$ cat config.mk
export PLATFORM = sky130hd
export DESIGN_NAME = vpic_top
export DESIGN_NICKNAME = d
export VERILOG_FILES = /design/src/rtl/vpic_pkg.sv /design/src/rtl/vpic_prio_arbiter.sv /design/src/rtl/vpic_ack_tracker.sv /design/src/rtl/vpic_fast_encoder.sv /design/src/rtl/vpic_top.sv
export SDC_FILE = /design/constraint.sdc
export NUM_CORES = 1
export LEC_CHECK = 0
export BUFFER_PORTS_ARGS = -buffer_cell sky130_fd_sc_hd__buf_2
export CAP_MARGIN = 20
export CORE_MARGIN = 4
export CORE_UTILIZATION = 30
export DETAILED_ROUTE_END_ITERATION = 8
export GPL_TIMING_DRIVEN = 0
export MAX_ROUTING_LAYER = met4
export SYNTH_ARGS = -nofsm -noshare
export SYNTH_HDL_FRONTEND = slang
export SYNTH_HIERARCHICAL = 1
export SYNTH_SLANG_ARGS = --single-unit
$ cat constraint.sdc
create_clock -name clk_i -period 69.4 [get_ports clk_i]
set_clock_uncertainty 0.15 [all_clocks]
set_input_delay 6.94 -clock clk_i [delete_from_list [all_inputs] [get_ports clk_i]]
set_output_delay 6.94 -clock clk_i [all_outputs]
set_load 0.01 [all_outputs]
$ cat src/rtl/vpic_pkg.sv
package vpic_pkg;
   // word addresses of the control space (priority space sits above it)
   localparam int ADR_VEC  = 0;
   localparam int ADR_ACK  = 1;
   localparam int ADR_FVEC = 2;
   localparam int ADR_LOCK = 3;
   localparam int ADR_SEL6 = 4;
   localparam int ADR_SEL7 = 5;
   localparam int CTRL_REGS = 6;
   // enable flag position in lock and steering registers
   localparam int EN_BIT = 7;
   // number of steering registers feeding the fast encoder
   localparam int NUM_STEER = 2;
endpackage

$ cat src/rtl/vpic_prio_arbiter.sv
module vpic_prio_arbiter #(
   parameter int N      = 16,
   parameter int PRIO_W = 4,
   parameter int IDX_W  = 4
) (
   input  logic [N-1:0]             req_i,
   input  logic [N-1:0][PRIO_W-1:0] prio_i,
   output logic                     valid_o,
   output logic [IDX_W-1:0]         idx_o
);
   logic [PRIO_W-1:0] best_prio;

   // strict greater-than keeps the lowest index on a tie
   always_comb begin
      valid_o   = 1'b0;
      idx_o     = '0;
      best_prio = '0;
      for (int i = 0; i < N; i++) begin
         if (req_i[i] && (!valid_o || prio_i[i] > best_prio)) begin
            valid_o   = 1'b1;
            idx_o     = IDX_W'(i);
            best_prio = prio_i[i];
         end
      end
   end
endmodule

$ cat src/rtl/vpic_ack_tracker.sv
module vpic_ack_tracker #(
   parameter int N     = 16,
   parameter int IDX_W = 4
) (
   input  logic             clk_i,
   input  logic             rst_ni,
   input  logic [N-1:0]     irq_i,
   input  logic             ack_i,
   input  logic [IDX_W-1:0] ack_idx_i,
   output logic [N-1:0]     hold_o
);
   for (genvar g = 0; g < N; g++) begin : g_line
      always_ff @(posedge clk_i or negedge rst_ni) begin
         if (!rst_ni)
            hold_o[g] <= 1'b0;
         else if (!irq_i[g])
            hold_o[g] <= 1'b0;
         else if (ack_i && ack_idx_i == IDX_W'(g))
            hold_o[g] <= 1'b1;
      end
   end
endmodule

$ cat src/rtl/vpic_fast_encoder.sv
module vpic_fast_encoder #(
   parameter int N         = 8,
   parameter bit HIGH_WINS = 1'b1,
   localparam int CODE_W   = $clog2(N)
) (
   input  logic [N-1:0]      req_i,
   output logic              valid_o,
   output logic [CODE_W-1:0] code_o
);
   if (HIGH_WINS) begin : g_high
      always_comb begin
         valid_o = 1'b0;
         code_o  = '0;
         for (int i = 0; i < N; i++)
            if (req_i[i]) begin
               valid_o = 1'b1;
               code_o  = CODE_W'(i);
            end
      end
   end else begin : g_low
      always_comb begin
         valid_o = 1'b0;
         code_o  = '0;
         for (int i = N - 1; i >= 0; i--)
            if (req_i[i]) begin
               valid_o = 1'b1;
               code_o  = CODE_W'(i);
            end
      end
   end
endmodule

$ cat src/rtl/vpic_top.sv
module vpic_top
   import vpic_pkg::*;
#(
   parameter int NUM_IRQ   = 16,
   parameter int PRIO_W    = 4,
   parameter int NUM_FIQ   = 8,
   parameter int DATA_W    = 32,
   parameter bit FIQ_HIGH_WINS = 1'b1,
   localparam int IDX_W    = $clog2(NUM_IRQ),
   localparam int ADDR_W   = IDX_W + 1,
   localparam int FCODE_W  = $clog2(NUM_FIQ),
   localparam int NUM_FEXT = NUM_FIQ - NUM_STEER
) (
   input  logic                clk_i,
   input  logic                rst_ni,
   input  logic [NUM_IRQ-1:0]  irq_i,
   input  logic [NUM_FEXT-1:0] fiq_ext_i,
   input  logic [ADDR_W-1:0]   bus_addr_i,
   input  logic                bus_wr_i,
   input  logic                bus_rd_i,
   input  logic [DATA_W-1:0]   bus_wdata_i,
   output logic [DATA_W-1:0]   bus_rdata_o,
   output logic                irq_o,
   output logic                fiq_o
);
   // elaboration-time parameter checks
   if (IDX_W < 3 || (1 << IDX_W) < CTRL_REGS) begin : g_bad_irq
      $error("NUM_IRQ too small for the control address space");
   end
   if (PRIO_W > EN_BIT || IDX_W > EN_BIT) begin : g_bad_width
      $error("fields must fit below the enable bit");
   end
   if (DATA_W <= EN_BIT || NUM_FIQ <= NUM_STEER) begin : g_bad_misc
      $error("DATA_W or NUM_FIQ out of range");
   end

   logic [NUM_IRQ-1:0][PRIO_W-1:0]   prio_q;
   logic                             lock_en_q;
   logic [PRIO_W-1:0]                lock_prio_q;
   logic [NUM_STEER-1:0]             sel_en_q;
   logic [NUM_STEER-1:0][IDX_W-1:0]  sel_idx_q;

   logic [NUM_IRQ-1:0] hold, redir, locked, cand;
   logic               irq_valid, ack_fire;
   logic [IDX_W-1:0]   win_idx;
   logic [NUM_FIQ-1:0] fiq_req;
   logic               fiq_valid;
   logic [FCODE_W-1:0] fiq_code;

   wire               in_prio_space = bus_addr_i[ADDR_W-1];
   wire [IDX_W-1:0]   loc_idx       = bus_addr_i[IDX_W-1:0];
   wire               loc_ok        = int'(loc_idx) < NUM_IRQ;

   // steering: redirect mask and fast slots at the top of the encoder
   always_comb begin
      redir = '0;
      for (int s = 0; s < NUM_STEER; s++)
         if (sel_en_q[s] && int'(sel_idx_q[s]) < NUM_IRQ)
            redir[sel_idx_q[s]] = 1'b1;
   end

   for (genvar s = 0; s < NUM_STEER; s++) begin : g_steer
      assign fiq_req[NUM_FEXT+s] = sel_en_q[s] && int'(sel_idx_q[s]) < NUM_IRQ
                                   && irq_i[sel_idx_q[s]];
   end
   assign fiq_req[NUM_FEXT-1:0] = fiq_ext_i;

   for (genvar g = 0; g < NUM_IRQ; g++) begin : g_cand
      assign locked[g] = lock_en_q && (prio_q[g] <= lock_prio_q);
   end
   assign cand = irq_i & ~hold & ~redir & ~locked;

   vpic_prio_arbiter #(.N(NUM_IRQ), .PRIO_W(PRIO_W), .IDX_W(IDX_W)) i_arb (
      .req_i   (cand),
      .prio_i  (prio_q),
      .valid_o (irq_valid),
      .idx_o   (win_idx)
   );

   assign ack_fire = bus_rd_i && !bus_wr_i && !in_prio_space
                     && loc_idx == IDX_W'(ADR_ACK) && irq_valid;

   vpic_ack_tracker #(.N(NUM_IRQ), .IDX_W(IDX_W)) i_ack (
      .clk_i     (clk_i),
      .rst_ni    (rst_ni),
      .irq_i     (irq_i),
      .ack_i     (ack_fire),
      .ack_idx_i (win_idx),
      .hold_o    (hold)
   );

   vpic_fast_encoder #(.N(NUM_FIQ), .HIGH_WINS(FIQ_HIGH_WINS)) i_fenc (
      .req_i   (fiq_req),
      .valid_o (fiq_valid),
      .code_o  (fiq_code)
   );

   // register writes
   always_ff @(posedge clk_i or negedge rst_ni) begin
      if (!rst_ni) begin
         prio_q      <= '0;
         lock_en_q   <= 1'b0;
         lock_prio_q <= '0;
         sel_en_q    <= '0;
         sel_idx_q   <= '1;
      end else if (bus_wr_i) begin
         if (in_prio_space) begin
            if (loc_ok) prio_q[loc_idx] <= bus_wdata_i[PRIO_W-1:0];
         end else begin
            case (int'(loc_idx))
               ADR_LOCK: begin
                  lock_en_q   <= bus_wdata_i[EN_BIT];
                  lock_prio_q <= bus_wdata_i[PRIO_W-1:0];
               end
               ADR_SEL6, ADR_SEL7: begin
                  sel_en_q[int'(loc_idx) - ADR_SEL6]  <= bus_wdata_i[EN_BIT];
                  sel_idx_q[int'(loc_idx) - ADR_SEL6] <= bus_wdata_i[IDX_W-1:0];
               end
               default: ;
            endcase
         end
      end
   end

   // combinational read mux
   always_comb begin
      bus_rdata_o = '0;
      if (in_prio_space) begin
         if (loc_ok) bus_rdata_o[PRIO_W-1:0] = prio_q[loc_idx];
      end else begin
         case (int'(loc_idx))
            ADR_VEC, ADR_ACK:
               bus_rdata_o = irq_valid ? DATA_W'(win_idx) : '1;
            ADR_FVEC:
               bus_rdata_o = fiq_valid ? DATA_W'(fiq_code) : '1;
            ADR_LOCK: begin
               bus_rdata_o[EN_BIT]     = lock_en_q;
               bus_rdata_o[PRIO_W-1:0] = lock_prio_q;
            end
            ADR_SEL6, ADR_SEL7: begin
               bus_rdata_o[EN_BIT]    = sel_en_q[int'(loc_idx) - ADR_SEL6];
               bus_rdata_o[IDX_W-1:0] = sel_idx_q[int'(loc_idx) - ADR_SEL6];
            end
            default: ;
         endcase
      end
   end

   assign irq_o = irq_valid;
   assign fiq_o = fiq_valid;

   // ---------------- assertions ----------------
   p_winner_pending_r2: assert property (@(posedge clk_i) disable iff (!rst_ni)
      irq_valid |-> irq_i[win_idx]);

   p_idle_no_irq_r4: assert property (@(posedge clk_i) disable iff (!rst_ni)
      (irq_i == '0) |-> !irq_o);

   p_lock_blocks_r5: assert property (@(posedge clk_i) disable iff (!rst_ni)
      (irq_valid && lock_en_q) |-> (prio_q[win_idx] > lock_prio_q));

   p_ack_removes_r6: assert property (@(posedge clk_i) disable iff (!rst_ni)
      ack_fire |=> !(irq_valid && win_idx == $past(win_idx)));

   p_ro_write_r7: assert property (@(posedge clk_i) disable iff (!rst_ni)
      (bus_wr_i && !in_prio_space && int'(loc_idx) < ADR_LOCK)
      |=> ($stable(lock_en_q) && $stable(lock_prio_q) && $stable(sel_en_q)
           && $stable(sel_idx_q) && $stable(prio_q)));

   p_steered_out_r9: assert property (@(posedge clk_i) disable iff (!rst_ni)
      irq_valid |-> !redir[win_idx]);

   p_fast_pending_r10: assert property (@(posedge clk_i) disable iff (!rst_ni)
      fiq_o |-> fiq_req[fiq_code]);
endmodule

* Word level (Yosys, flattened, before mapping)
Index checks and enable logic that the tools add are counted. Widths: inputs -> output; s select.
Operators by class: add/subtract/negate cells 1, order comparisons 39, equal/unequal tests 36, mux-type cells 128, bitwise logic cells 8, reduce and logical (&&, ||, !) cells 96
Operators by type and width (count):
- $mux 4 | 30
- $mux 1 | 66
- $bwmux 64 | 1
- $le 4x4->1 | 16
- $mux 32 | 2
- $gt 4x4->1 | 15
- $logic_and 1x1->1 | 57
- $and 16x16->16 | 3
- $not 16->16 | 3
- $pmux 24 s2 | 1
- $eq 4x4->1 const B | 8
- $mux 16 | 2
- $ne 2x1->1 const B | 16
- $mux 28 | 1
- $eq 4x3->1 const B | 6
- $mux 3 | 8
- $logic_not 1->1 | 17
- $bmux 4 s4 | 1
- $demux 4 s4 | 1
- $eq 4x2->1 const B | 4
- $or 16x16->16 | 1
- $pmux 4 s4 | 1
- $logic_or 1x1->1 | 15
- $lt 4x5->1 const B | 3
- other kinds (19) | 30
Storage, ports and cells: flip-flop bits (word level) 95, input port bits 63, output and inout bits 34, logic and storage cells 345

* Depth between registers and ports, before layout
word-level depth 75, mapped depth 136, gate-level depth less buffers 132

* Modules after synthesis
The synthesis kept the hierarchy.
By module, submodules not included:
- vpic_top | times used 1, cells each 601, area each 6264.8 um^2
- vpic_prio_arbiter | times used 1, cells each 431, area each 3190.6 um^2
- vpic_ack_tracker | times used 1, cells each 71, area each 705.7 um^2
- vpic_fast_encoder | times used 1, cells each 12, area each 57.6 um^2

* Least setup slack after synthesis
OpenSTA, ideal clock, no wires.
path kind input to output, start point input irq_i[0], end point output bus_rdata_o[1], arrival 28.264 ns, required time 62.310 ns, path slack 34.046 ns, cell stages on the path 122, buffers on the path 4, cell sequence and4b_1 buf_4 nand2_1 ha_1 and4_1 and2_1 a311oi_1 a2bb2oi_1 ha_1 nor2b_1 o211ai_1 a21o_1 a31oi_4 inv_1 ha_1 and3b_1 a2111oi_2 o21ai_2 [86 not listed] o21a_1 inv_1 a2bb2oi_1 o21ai_1 ha_1 nor2b_1 o21ai_0 nand2b_1 a21oi_1 a41oi_1 o21a_1 nor2_1 o31ai_1 nor2b_1 o22ai_1 a31oi_1 o22a_1 o21ai_0
On the way: cells in the longest elaborated chain, start to end 67, elaborated cells on any way between the ends 122, classes of those cells order compare (15); mux (57); bitwise (3); reduce/logical (47)
RTL lines:
- from (decl) | line vpic_top.sv:16 | input logic [NUM_IRQ-1:0] irq_i,
- $and 16x16->16 * (3 in series) | line vpic_top.sv:71 | assign cand = irq_i & ~hold & ~redir & ~locked;
- $mux 4 / $mux 1 (equally long branches) | line vpic_prio_arbiter.sv:19 | if (req_i[i] && (!valid_o || prio_i[i] > best_prio)) begin
- $gt 4x4->1 / $logic_not 1->1 (equally long branches) | line vpic_prio_arbiter.sv:19
- $logic_or 1x1->1 | line vpic_prio_arbiter.sv:19
- $logic_and 1x1->1 | line vpic_prio_arbiter.sv:19
- $mux 4 / $mux 1 (equally long branches) | line vpic_prio_arbiter.sv:19
- $gt 4x4->1 / $logic_not 1->1 (equally long branches) | line vpic_prio_arbiter.sv:19
- $logic_or 1x1->1 | line vpic_prio_arbiter.sv:19
- [50 not listed]
- $gt 4x4->1 / $logic_not 1->1 (equally long branches) | line vpic_prio_arbiter.sv:19
- $logic_or 1x1->1 | line vpic_prio_arbiter.sv:19
- $logic_and 1x1->1 | line vpic_prio_arbiter.sv:19
- $mux 4 * | line vpic_prio_arbiter.sv:19
- named net win_idx[1] | line vpic_top.sv:45 | logic [IDX_W-1:0] win_idx;
- $mux 32 * | line vpic_top.sv:133 | bus_rdata_o = irq_valid ? DATA_W'(win_idx) : '1;
- $pmux 4 s4 * | line vpic_top.sv:131 | case (int'(loc_idx))
- $mux 4 * | line vpic_top.sv:128 | if (in_prio_space) begin
- to (decl) | line vpic_top.sv:22 | output logic [DATA_W-1:0] bus_rdata_o,
The timed path passes the listed nets; every way through them passes the cells marked *. The select of a mux whose other input is x is not followed.

* Worst setup path after layout
start point input irq_i[0], end point output bus_rdata_o[3]
On the way: cells in the longest elaborated chain, start to end 67, elaborated cells on any way between the ends 114, classes of those cells order compare (15); mux (49); bitwise (3); reduce/logical (47)
RTL lines:
- $and 16x16->16 * (3 in series) | line vpic_top.sv:71
- named net cand[0] | line vpic_top.sv:43 | logic [NUM_IRQ-1:0] hold, redir, locked, cand;
- $mux 4 / $mux 1 (equally long branches) | line vpic_prio_arbiter.sv:19
- $gt 4x4->1 / $logic_not 1->1 (equally long branches) | line vpic_prio_arbiter.sv:19
- $logic_or 1x1->1 | line vpic_prio_arbiter.sv:19
- $logic_and 1x1->1 | line vpic_prio_arbiter.sv:19
- $mux 4 / $mux 1 (equally long branches) | line vpic_prio_arbiter.sv:19
- $gt 4x4->1 / $logic_not 1->1 (equally long branches) | line vpic_prio_arbiter.sv:19
- [51 not listed]
- $gt 4x4->1 / $logic_not 1->1 (equally long branches) | line vpic_prio_arbiter.sv:19
- $logic_or 1x1->1 | line vpic_prio_arbiter.sv:19
- $logic_and 1x1->1 | line vpic_prio_arbiter.sv:19
- $mux 4 * | line vpic_prio_arbiter.sv:19
- named net win_idx[3] | line vpic_top.sv:45
- $mux 32 * | line vpic_top.sv:133
- $pmux 4 s4 * | line vpic_top.sv:131
- $mux 4 * | line vpic_top.sv:128
Marked as above.

==> impl_results.md <==
* Critical setup path kind: input port to output pin
* Tmin final at 39.09 ns
* Period utilization at a little under three fifths
* Routability congestion estimate from global placement at 0.967
* Iter 0 DRT Violations at 627
* Max Slew Vio Count at 0
* Die Area at 37100 um2
* Top Usage Layer GRT: met2
* Met3 GRT Util at 1.48%
* Seq cells post-synth at between 90 and 100
* Largest net degree at the start of global routing at 50
* Data arrival, critical path at 32.00 ns
* Post-synth EDFFs at 0
* Detail Route Antenna Nets at 0
* Post_cts resized at 0
* Final layout net count at 1375
* Initial antenna violation count at 0
* RSZ-0062 raised after global routing: no
* Tot GR Track Use at 18.5%
* N_diodes at 0
* Row cnt at 67
* Sequential area share after synthesis at 23.4%
* Hpwl dp at 26.2 mm
* Post-synthesis cell type count at 100
* Vias per inst at about 5.6
* Ys async rst share at 100%
* Starting Density at 30.5%
* M1 GR Usage at 25.5%
* Outcome: complete, no violations
* Depth of the most critical reg-to-reg path at ~130
* Root Buffer: clkbuf_16
* Postcts setup bufs at 0
* DR pass1 iterations at 5
* CP Capture Type: output pin
* First-pass GRT wire length at 52.0 mm
* WL/cell at 20.2 um
* Grt met2 use at 29.4%
* Crit Reg-Reg Endpoint: i_ack/hold_o[0]$_DFFE_PN0P_
* Core area at 33500 um2
* Share of layout cells above drive strength 1 at 23.0%
* Final-report setup violation count at 0
* CTS tree: done
* Hold endpoint: i_ack/hold_o[8]$_DFFE_PN0P_
* Area grow syn2layout at 11.9%
* CP Launch Type: input port
* Port bufs at between 60 and 70
* Hold Crit Class: flip-flop to flip-flop
* RR Startpoint: lock_prio_q[1]$_DFFE_PN0P_
* CTS clk-pin slew, worst paths at roughly 0.070 ns
* Most used cell along the critical path: a21oi_1
* Drt total wl at 33.2 mm
* Slowest-stage cell, CP: a311oi_1
* Clock buffer depth at 2
* Via count at 9139
* R2r setup slk at 42.51 ns
* Clock sink total at 95
* Max-cap viol count at 0
* Syn avg cell area at 9.16 um2
* Hold-fix buffers, CTS at 0
* Fmax at 25.6 MHz
* Rel. slew slack at 32.7%
* Cell Area, Synth at around 10000 um2
* Vias in the first global route at 8801
* Post-synthesis cell count at 1115
* Actual slew at the worst max-slew pin at about 1 ns
* Critical path fanouts, max at 10
* Worst path bufs/invs at 12
* Synth Flop Type: dfrtp_1
* CP Depth at 124
* Setup TNS Final at 0 ns
* Syn_nets at 1299
* H-Tree Depth at 3
* Hold Fails Final Rpt at 0
* Die width at 193 um
* Hold depth at 2
* Grt ovf at 0
* Die extent in y at 193 um
* Clk_lat worst skew at about 0.36 ns
* CTS Buf Count at 9
* Drc violations at 0
* CP required at ~62 ns
* Critical Path Max Stage Delay at approximately 0.6 ns
* Hold_sp: i_ack/hold_o[8]$_DFFE_PN0P_
* Ports at between 90 and 100
* Yosys Warn Count at 6
* Top cell family by delay on the critical path: compound AO/OA/AOI/OAI gates
[per-layer routing]
metal,vias to the layer above,share of wire [%]
met5,-,0
met4,0,2.2
met3,44,4.7
met2,301,46
met1,4431,47
li1,4363,-
[through the flow]
step                      util, %  area, um2  setup WS, ns  hold slack (ns)  std cells
after detailed placement     33.2      11100         30.57            0.317       1628
after floorplan                 -      10200         34.05            0.294       1115
after CTS                    34.1      11400         30.46            0.334       1644
final                        34.1      11400         30.31            0.332       1644
after global placement       33.1      11100         30.94            0.310       1626
after global routing         34.1      11400         28.31            0.360       1644
[cells in the final DEF, fill, tap and decap left out, types with 7 or more instances in the layout]
cell       instances
ha_1             121
mux2_2            89
nand2_1           87
dfrtp_1           87
o21ai_0           74
inv_1             71
buf_2             69
a21oi_1           49
nor2_1            46
nor2b_1           37
buf_4             31
nand3_1           27
nand4_1           26
nor3_1            26
o21a_1            24
clkbuf_1          19
mux2i_1           18
a22oi_1           15
and4b_1           15
nand3b_1          13
mux4_2            12
nand2b_1          11
o211ai_1          11
o22ai_1           10
a31oi_1           10
o21ai_1           10
and2_1             9
clkbuf_16          9
a21o_1             9
o31ai_1            8
dfstp_2            8
a32oi_1            7
[layout make-up]
type | instances | area [um2]
Timing Repair Buffer | 65 | 360
Clock buffer | 13 | 240
Buffer | 60 | 369
Inverter | 72 | 270
Clock inverter | 3 | 43.8
Fill cell | 3489 | 22100
Sequential cell | 95 | 2390
Tap cell | 448 | 561
Multi-Input combinational cell | 888 | 7200
[kinds of logic (layout without fill, tap and decap cells)]
group	Yosys count	count (layout)	synth area share, %
buf+inv	132	213	6.26
mux	125	125	15.6
xor+xnor	1	1	0.0857
compound gates	310	310	22.0
simple gates	328	328	17.6
fa+ha+maj	124	124	15.1
flops	95	95	23.4
[worst reg2reg max path, delay by kind of cell (launching register included)]
| kind | cells | cell delay [ns] |
|---|---|---|
| AND/OR/NAND/NOR | 30 | 5.03 |
| AO/OA/AOI/OAI | 62 | 11.96 |
| flip-flops | 1 | 0.38 |
| multiplexers | 4 | 1.20 |
| buffers and inverters | 11 | 2.14 |
| adder cells (fa/ha/maj) | 19 | 6.00 |
[how the worst max path moves through the flow]
stage,startpoint,endpoint
floorplan,irq_i[0],bus_rdata_o[1]
finish,irq_i[0],bus_rdata_o[3]
global placement,irq_i[0],bus_rdata_o[1]
CTS,irq_i[0],bus_rdata_o[3]
detailed placement,irq_i[0],bus_rdata_o[3]
global route,irq_i[0],bus_rdata_o[3]
[cells in the mapped netlist (all sizes together), types with 24 or more instances]
| library cell | count | area share, % |
|---|---|---|
| nor3 | 27 | 1.4 |
| nand3 | 27 | 1.3 |
| nor2 | 48 | 1.8 |
| nand4 | 26 | 1.6 |
| ha | 121 | 15 |
| dfrtp | 87 | 21 |
| nor2b | 37 | 2.3 |
| nand2 | 88 | 3.3 |
| buf | 45 | 3.1 |
| o21a | 24 | 1.8 |
| inv | 71 | 2.6 |
| mux2 | 90 | 10 |
| a21oi | 50 | 2.5 |
| o21ai | 89 | 4.5 |
[flip-flops by register name, indices dropped and copies added, names as in the netlist]
register,cells
i_ack/hold_o,16
lock_en_q,1
sel_en_q,2
sel_idx_q,8
lock_prio_q,4
prio_q,64
Power is left out: the tool's default activity adds up to more than one toggle a clock period on the data nets, which glitch-free logic cannot reach.
